`config.mk`:
```
export PLATFORM = sky130hd
export DESIGN_NAME = prg_bank_guard
export DESIGN_NICKNAME = d
export VERILOG_FILES = /design/src/rtl/prg_guard_pkg.sv /design/src/rtl/prg_guard_win_dec.sv /design/src/rtl/prg_guard_banks.sv /design/src/rtl/prg_guard_ram.sv /design/src/rtl/prg_bank_guard.sv
export SDC_FILE = /design/constraint.sdc
export NUM_CORES = 1
export LEC_CHECK = 0
export ABC_AREA = 1
export CAP_MARGIN = 25
export CELL_PAD_IN_SITES_DETAIL_PLACEMENT = 0
export CELL_PAD_IN_SITES_GLOBAL_PLACEMENT = 2
export CORE_ASPECT_RATIO = 0.7
export CORE_UTILIZATION = 25
export CTS_BUF_LIST = sky130_fd_sc_hd__clkbuf_4
export DETAILED_ROUTE_END_ITERATION = 6
export HOLD_SLACK_MARGIN = 0.03
export PLACE_DENSITY = 0.93
export SYNTH_ARGS = -nofsm -noshare
export SYNTH_HDL_FRONTEND = slang
export SYNTH_SLANG_ARGS = --single-unit
```
`constraint.sdc`:
```
create_clock -name clk_i -period 1.06 [get_ports clk_i]
set_clock_uncertainty 0.05 [all_clocks]
set_input_delay 0.106 -clock clk_i [delete_from_list [all_inputs] [get_ports clk_i]]
set_output_delay 0.106 -clock clk_i [all_outputs]
set_load 0.02 [all_outputs]
```
`src/rtl/prg_guard_pkg.sv`:
```
package prg_guard_pkg;
  localparam int unsigned ADDR_W    = 16;
  localparam int unsigned DATA_W    = 8;
  localparam int unsigned PAGE_W    = 13;                    // 8 KiB ROM window
  localparam int unsigned WIN_W     = ADDR_W - 1 - PAGE_W;   // window index bits
  localparam int unsigned RAM_AW    = 13;
  localparam int unsigned N_SLOTS   = 3;
  localparam int unsigned N_REGIONS = 3;
  localparam logic [ADDR_W-1:0] REG_BASE = 16'h7EF0;
  localparam logic [3:0] SLOT_OFS0 = 4'hA;
  localparam logic [3:0] LOCK_OFS0 = 4'h7;
  localparam logic [ADDR_W-1:0] RAM_BASE = 16'h6000;

  function automatic logic [DATA_W-1:0] unlock_key(input int idx);
    case (idx)
      0:       return 8'hCA;
      1:       return 8'h69;
      default: return 8'h84;
    endcase
  endfunction

  function automatic logic [ADDR_W-1:0] region_lo(input int idx);
    case (idx)
      0:       return 16'h6000;
      1:       return 16'h6800;
      default: return 16'h7000;
    endcase
  endfunction

  function automatic logic [ADDR_W-1:0] region_hi(input int idx);
    case (idx)
      0:       return 16'h67FF;
      1:       return 16'h6FFF;
      default: return 16'h73FF;
    endcase
  endfunction
endpackage

```
`src/rtl/prg_guard_win_dec.sv`:
```
module prg_guard_win_dec
  import prg_guard_pkg::*;
#(
  parameter int unsigned NSLOT = N_SLOTS,
  parameter int unsigned NREG  = N_REGIONS
) (
  input  logic [ADDR_W-1:0] addr_i,
  input  logic              we_i,
  output logic [NSLOT-1:0]  slot_wr_o,
  output logic [NREG-1:0]   lock_wr_o
);
  logic in_win;
  assign in_win = (addr_i[ADDR_W-1:4] == REG_BASE[ADDR_W-1:4]);

  for (genvar s = 0; s < NSLOT; s++) begin : g_slot
    assign slot_wr_o[s] = we_i & in_win & (addr_i[3:0] == SLOT_OFS0 + 4'(s));
  end

  for (genvar r = 0; r < NREG; r++) begin : g_lock
    assign lock_wr_o[r] = we_i & in_win & (addr_i[3:0] == LOCK_OFS0 + 4'(r));
  end
endmodule

```
`src/rtl/prg_guard_banks.sv`:
```
module prg_guard_banks
  import prg_guard_pkg::*;
#(
  parameter int unsigned NSLOT     = N_SLOTS,
  parameter int unsigned BANK_W    = 6,
  parameter int unsigned PRG_BANKS = 32
) (
  input  logic              clk_i,
  input  logic              rst_ni,
  input  logic [NSLOT-1:0]  slot_wr_i,
  input  logic [DATA_W-1:0] data_i,
  input  logic [ADDR_W-1:0] addr_i,
  output logic              rom_cs_o,
  output logic [BANK_W-1:0] bank_o
);
  localparam logic [BANK_W-1:0] LAST_BANK = BANK_W'(PRG_BANKS - 1);

  logic [BANK_W-1:0] bank_q [NSLOT];
  logic [WIN_W-1:0]  win;

  always_ff @(posedge clk_i or negedge rst_ni) begin
    if (!rst_ni) begin
      for (int s = 0; s < NSLOT; s++) bank_q[s] <= '0;
    end else begin
      for (int s = 0; s < NSLOT; s++)
        if (slot_wr_i[s]) bank_q[s] <= data_i[DATA_W-1 -: BANK_W];
    end
  end

  assign win      = addr_i[ADDR_W-2 -: WIN_W];
  assign rom_cs_o = addr_i[ADDR_W-1];

  always_comb begin
    bank_o = '0;
    if (rom_cs_o) begin
      bank_o = LAST_BANK;  // windows beyond the switchable ones stay fixed
      for (int s = 0; s < NSLOT; s++)
        if (win == WIN_W'(s)) bank_o = bank_q[s];
    end
  end
endmodule

```
`src/rtl/prg_guard_ram.sv`:
```
module prg_guard_ram
  import prg_guard_pkg::*;
#(
  parameter int unsigned NREG = N_REGIONS
) (
  input  logic              clk_i,
  input  logic              rst_ni,
  input  logic [NREG-1:0]   lock_wr_i,
  input  logic [DATA_W-1:0] data_i,
  input  logic [ADDR_W-1:0] addr_i,
  input  logic              we_i,
  output logic              ram_cs_o,
  output logic              ram_we_o,
  output logic [RAM_AW-1:0] ram_addr_o,
  output logic              open_bus_o
);
  logic [NREG-1:0] open_q;
  logic [NREG-1:0] hit;
  logic [ADDR_W-1:0] rel;

  // one flag per region: key compare happens at write time only
  always_ff @(posedge clk_i or negedge rst_ni) begin
    if (!rst_ni) begin
      open_q <= '0;
    end else begin
      for (int r = 0; r < NREG; r++)
        if (lock_wr_i[r]) open_q[r] <= (data_i == unlock_key(r));
    end
  end

  for (genvar r = 0; r < NREG; r++) begin : g_hit
    assign hit[r] = (addr_i >= region_lo(r)) && (addr_i <= region_hi(r));
  end

  assign rel        = addr_i - RAM_BASE;
  assign ram_addr_o = rel[RAM_AW-1:0];
  assign ram_cs_o   = |(hit & open_q);
  assign open_bus_o = |(hit & ~open_q);
  assign ram_we_o   = we_i & ram_cs_o;
endmodule

```
`src/rtl/prg_bank_guard.sv`:
```
module prg_bank_guard
  import prg_guard_pkg::*;
#(
  parameter int unsigned PRG_BANKS = 32,
  parameter int unsigned BANK_W    = 6
) (
  input  logic              clk_i,
  input  logic              rst_ni,
  input  logic [15:0]       cpu_addr_i,
  input  logic [7:0]        cpu_data_i,
  input  logic              cpu_we_i,
  output logic [BANK_W-1:0] prg_bank_o,
  output logic              rom_cs_o,
  output logic              ram_cs_o,
  output logic [12:0]       ram_addr_o,
  output logic              ram_we_o,
  output logic              open_bus_o
);
  logic [N_SLOTS-1:0]   slot_wr;
  logic [N_REGIONS-1:0] lock_wr;

  prg_guard_win_dec #(.NSLOT(N_SLOTS), .NREG(N_REGIONS)) u_dec (
    .addr_i    (cpu_addr_i),
    .we_i      (cpu_we_i),
    .slot_wr_o (slot_wr),
    .lock_wr_o (lock_wr)
  );

  prg_guard_banks #(.NSLOT(N_SLOTS), .BANK_W(BANK_W), .PRG_BANKS(PRG_BANKS)) u_banks (
    .clk_i     (clk_i),
    .rst_ni    (rst_ni),
    .slot_wr_i (slot_wr),
    .data_i    (cpu_data_i),
    .addr_i    (cpu_addr_i),
    .rom_cs_o  (rom_cs_o),
    .bank_o    (prg_bank_o)
  );

  prg_guard_ram #(.NREG(N_REGIONS)) u_ram (
    .clk_i      (clk_i),
    .rst_ni     (rst_ni),
    .lock_wr_i  (lock_wr),
    .data_i     (cpu_data_i),
    .addr_i     (cpu_addr_i),
    .we_i       (cpu_we_i),
    .ram_cs_o   (ram_cs_o),
    .ram_we_o   (ram_we_o),
    .ram_addr_o (ram_addr_o),
    .open_bus_o (open_bus_o)
  );
endmodule

```
==> results of run 1 <==
## flip-flops by register name (all words and copies together) (netlist names)
| signal | flops |
|---|---|
| u_ram.open_q | 3 |
| u_banks.bank_q | 18 |
## synth_stat cells, drive strengths merged
cell,n,area share (%)
buf,18,9.6
o22ai,4,1.8
o211ai,1,0.53
nand2,56,16
o21ai,17,7.5
dfrtp,21,37
clkinv,1,0.26
nand4,12,5.3
nor3,3,1.1
and3,1,0.53
nor2,26,8.1
inv,26,6.8
a31oi,1,0.44
nand3,14,4.9
## critical path: stages (launching register included)
cell and delay, ps:
dfrtp_1 430, nand4_1 100, nand3_2 110, nand2_2 60
inv_1 30, buf_2 140
## worst max path at each step
| stage | startpoint | end | cells past startpoint |
|---|---|---|---|
| floorplan | cpu_addr_i[15] | u_banks.bank_q[4]$_DFFE_PN0P_ | 11 |
| global placement | cpu_addr_i[14] | ram_we_o | 8 |
| detailed placement | cpu_addr_i[12] | ram_we_o | 7 |
| CTS | u_ram.open_q[2]$_DFFE_PN0P_ | ram_we_o | 5 |
| global route | u_ram.open_q[0]$_DFFE_PN0P_ | ram_we_o | 5 |
| finish | u_ram.open_q[1]$_DFFE_PN0P_ | ram_we_o | 5 |
## what timing repair did
action                                 4_1_cts  5_1_grt
resized for setup                          117       29
endpoints found under the hold margin        0        0
setup endpoints to repair                   44       32
pin swaps                                   16       10
buffers inserted                             8        6
cloned                                       1        0
## cell families (layout without fill, tap and decap cells)
| family | Yosys count | count (layout) | share of synthesized area (%) |
|---|---|---|---|
| AND/OR/NAND/NOR | 112 | 113 | 36.3 |
| flip-flops | 21 | 21 | 36.8 |
| AO/OA/AOI/OAI | 23 | 23 | 10.2 |
| buffers and inverters | 45 | 133 | 16.7 |
## where the power goes
part | internal (mW) | switching [mW] | total, mW
logic | 0.205 | 0.248 | 0.453
clock network | 0.141 | 0.246 | 0.386
registers | 0.801 | 0.000182 | 0.801
## layout make-up
| type | instances | area, sq um | area share, % |
|---|---|---|---|
| multi-input combinational | 136 | 777 | 32.9 |
| sequential | 21 | 526 | 22.2 |
| inverter | 27 | 104 | 4.40 |
| clock buffer | 3 | 22.5 | 0.953 |
| clock inverter | 1 | 5.00 | 0.212 |
| timing repair buffer | 102 | 838 | 35.5 |
| tap | 72 | 90.1 | 3.81 |
## stage by stage
| step | util (%) | setup TNS (ps) | instance area, sq um | worst slack, ps |
|---|---|---|---|---|
| 6_report | 44.0 | -1690 | 2360 | -284 |
| 5_1_grt | 44.0 | -2330 | 2360 | -341 |
| 4_1_cts | 42.1 | -1780 | 2260 | -268 |
| 3_5_place_dp | 40.8 | -26770 | 2190 | -916 |
| 3_3_place_gp | 40.8 | -26510 | 2190 | -892 |
| 2_1_floorplan | - | -352 | 1460 | -75.1 |
## per-layer routing
layer  GRT usage, %  part of all wire [%]  vias to the layer above
li1               -                     -                      817
met1           20.8                    52                      685
met2           20.8                    43                       36
met3           2.31                   3.7                        2
met4           2.93                  0.67                        0
met5              0                     0                        -
==> reports/qor.yml, run 1 <==
antenna_found_initial: 0
die_w_microns: 92.4
p_leak_nw: 1.29
drc: 0
crit_required_ps: 900
drt_iter0_drc: 82
cts_hold_buf: 0
synth_cell_types: 23
drv_slew: 0
p_per_area_nw_per_um2: 695
clock-sinks: 21
hold_class: "input pin to flop"
worstPathArrival_ps: 1190
clock_path_buffers: 2
core-area_sq_um: 5370
synth_cells: 201
min_period_ps: 1340
synth_warnings: 0
worst_pin_slew_ps: 224
cts_made_buffers: 3
io_pins: 50
final_cell_mix: "buf_4, nand2_1, inv_1, dfrtp_1, nor2_1"
stdcell_count: 362
final_nets: 318
grt_overflow: 0
syn_area_per_cell_sq_um: 7.11
reg2reg_to: "u_ram.open_q[2]$_DFFE_PN0P_"
p_total_mw: 1.64
start_util_pct: 26.6
wl_per_cell_microns: 11.1
n_fill_cell: 573
yosysSeqAreaShare_pct: 36.8
clk_pin_slew_ps: 120
r2r_setup_slack_ps: 120
grt_pass1_vias: 1415
htreeDepth: 1
dp.final_hpwl_microns: 3080
portBuffers: 49
dieHeight_microns: 65.3
netlist_area_sq_um: 1430
ant_nets: 0
final_common_cell: "buf_4"
r2r_start: "u_ram.open_q[2]$_DFFE_PN0P_"
place_inst: 343
timing.final.hold_violations: 0
grt_use_total_pct: 13.9
start_kind: "flop"
reg2reg_depth: 6
crit_type: "flop to primary output"
drt_first_pass_iters: 4
hold_path_startpoint: "cpu_data_i[5]"
relSlewSlack_pct: 85.0
vias: 1540
drv_cap: 0
wl_microns: 4030
synth-seq-cells: 21
fmax_ghz: 0.744
cp-end-kind: "primary output"
diodes: 0
grt_pass1_wl_microns: 6570
routabilityCongestion: 0.744
cts_tree: "built"
dieArea_sq_um: 6030
drive_above_1_share_pct: 41.7
hold_end: "u_banks.bank_q[9]$_DFFE_PN0P_"
peakVddDrop_v: 0.000298
clk_latency_ps: 300
fin_ws_ps: -284
synthesis.nets: 228
setup-violations-final: 9
violations: "negative setup slack"
grt_max_degree: 22
cts_root_buf: "clkbuf_4"
fin_crit_sh_pct: 127
vias_per_cell: 4.25
area_growth_pct: 65.3
status: "complete, but fails checks"
hold-worst-slack_ps: 64.7
min_path_cells: 3
rsz0062_at_grt: "yes"
crit_fanout: 3
rows: 22
Power figures use the tool's default switching activity.
==> run 2: changes to the inputs <==
Settings changed: CTS_CLUSTER_SIZE set to 8.
==> results of run 2 <==
The final DEF is identical to that of run 1; final timing and power are the same.
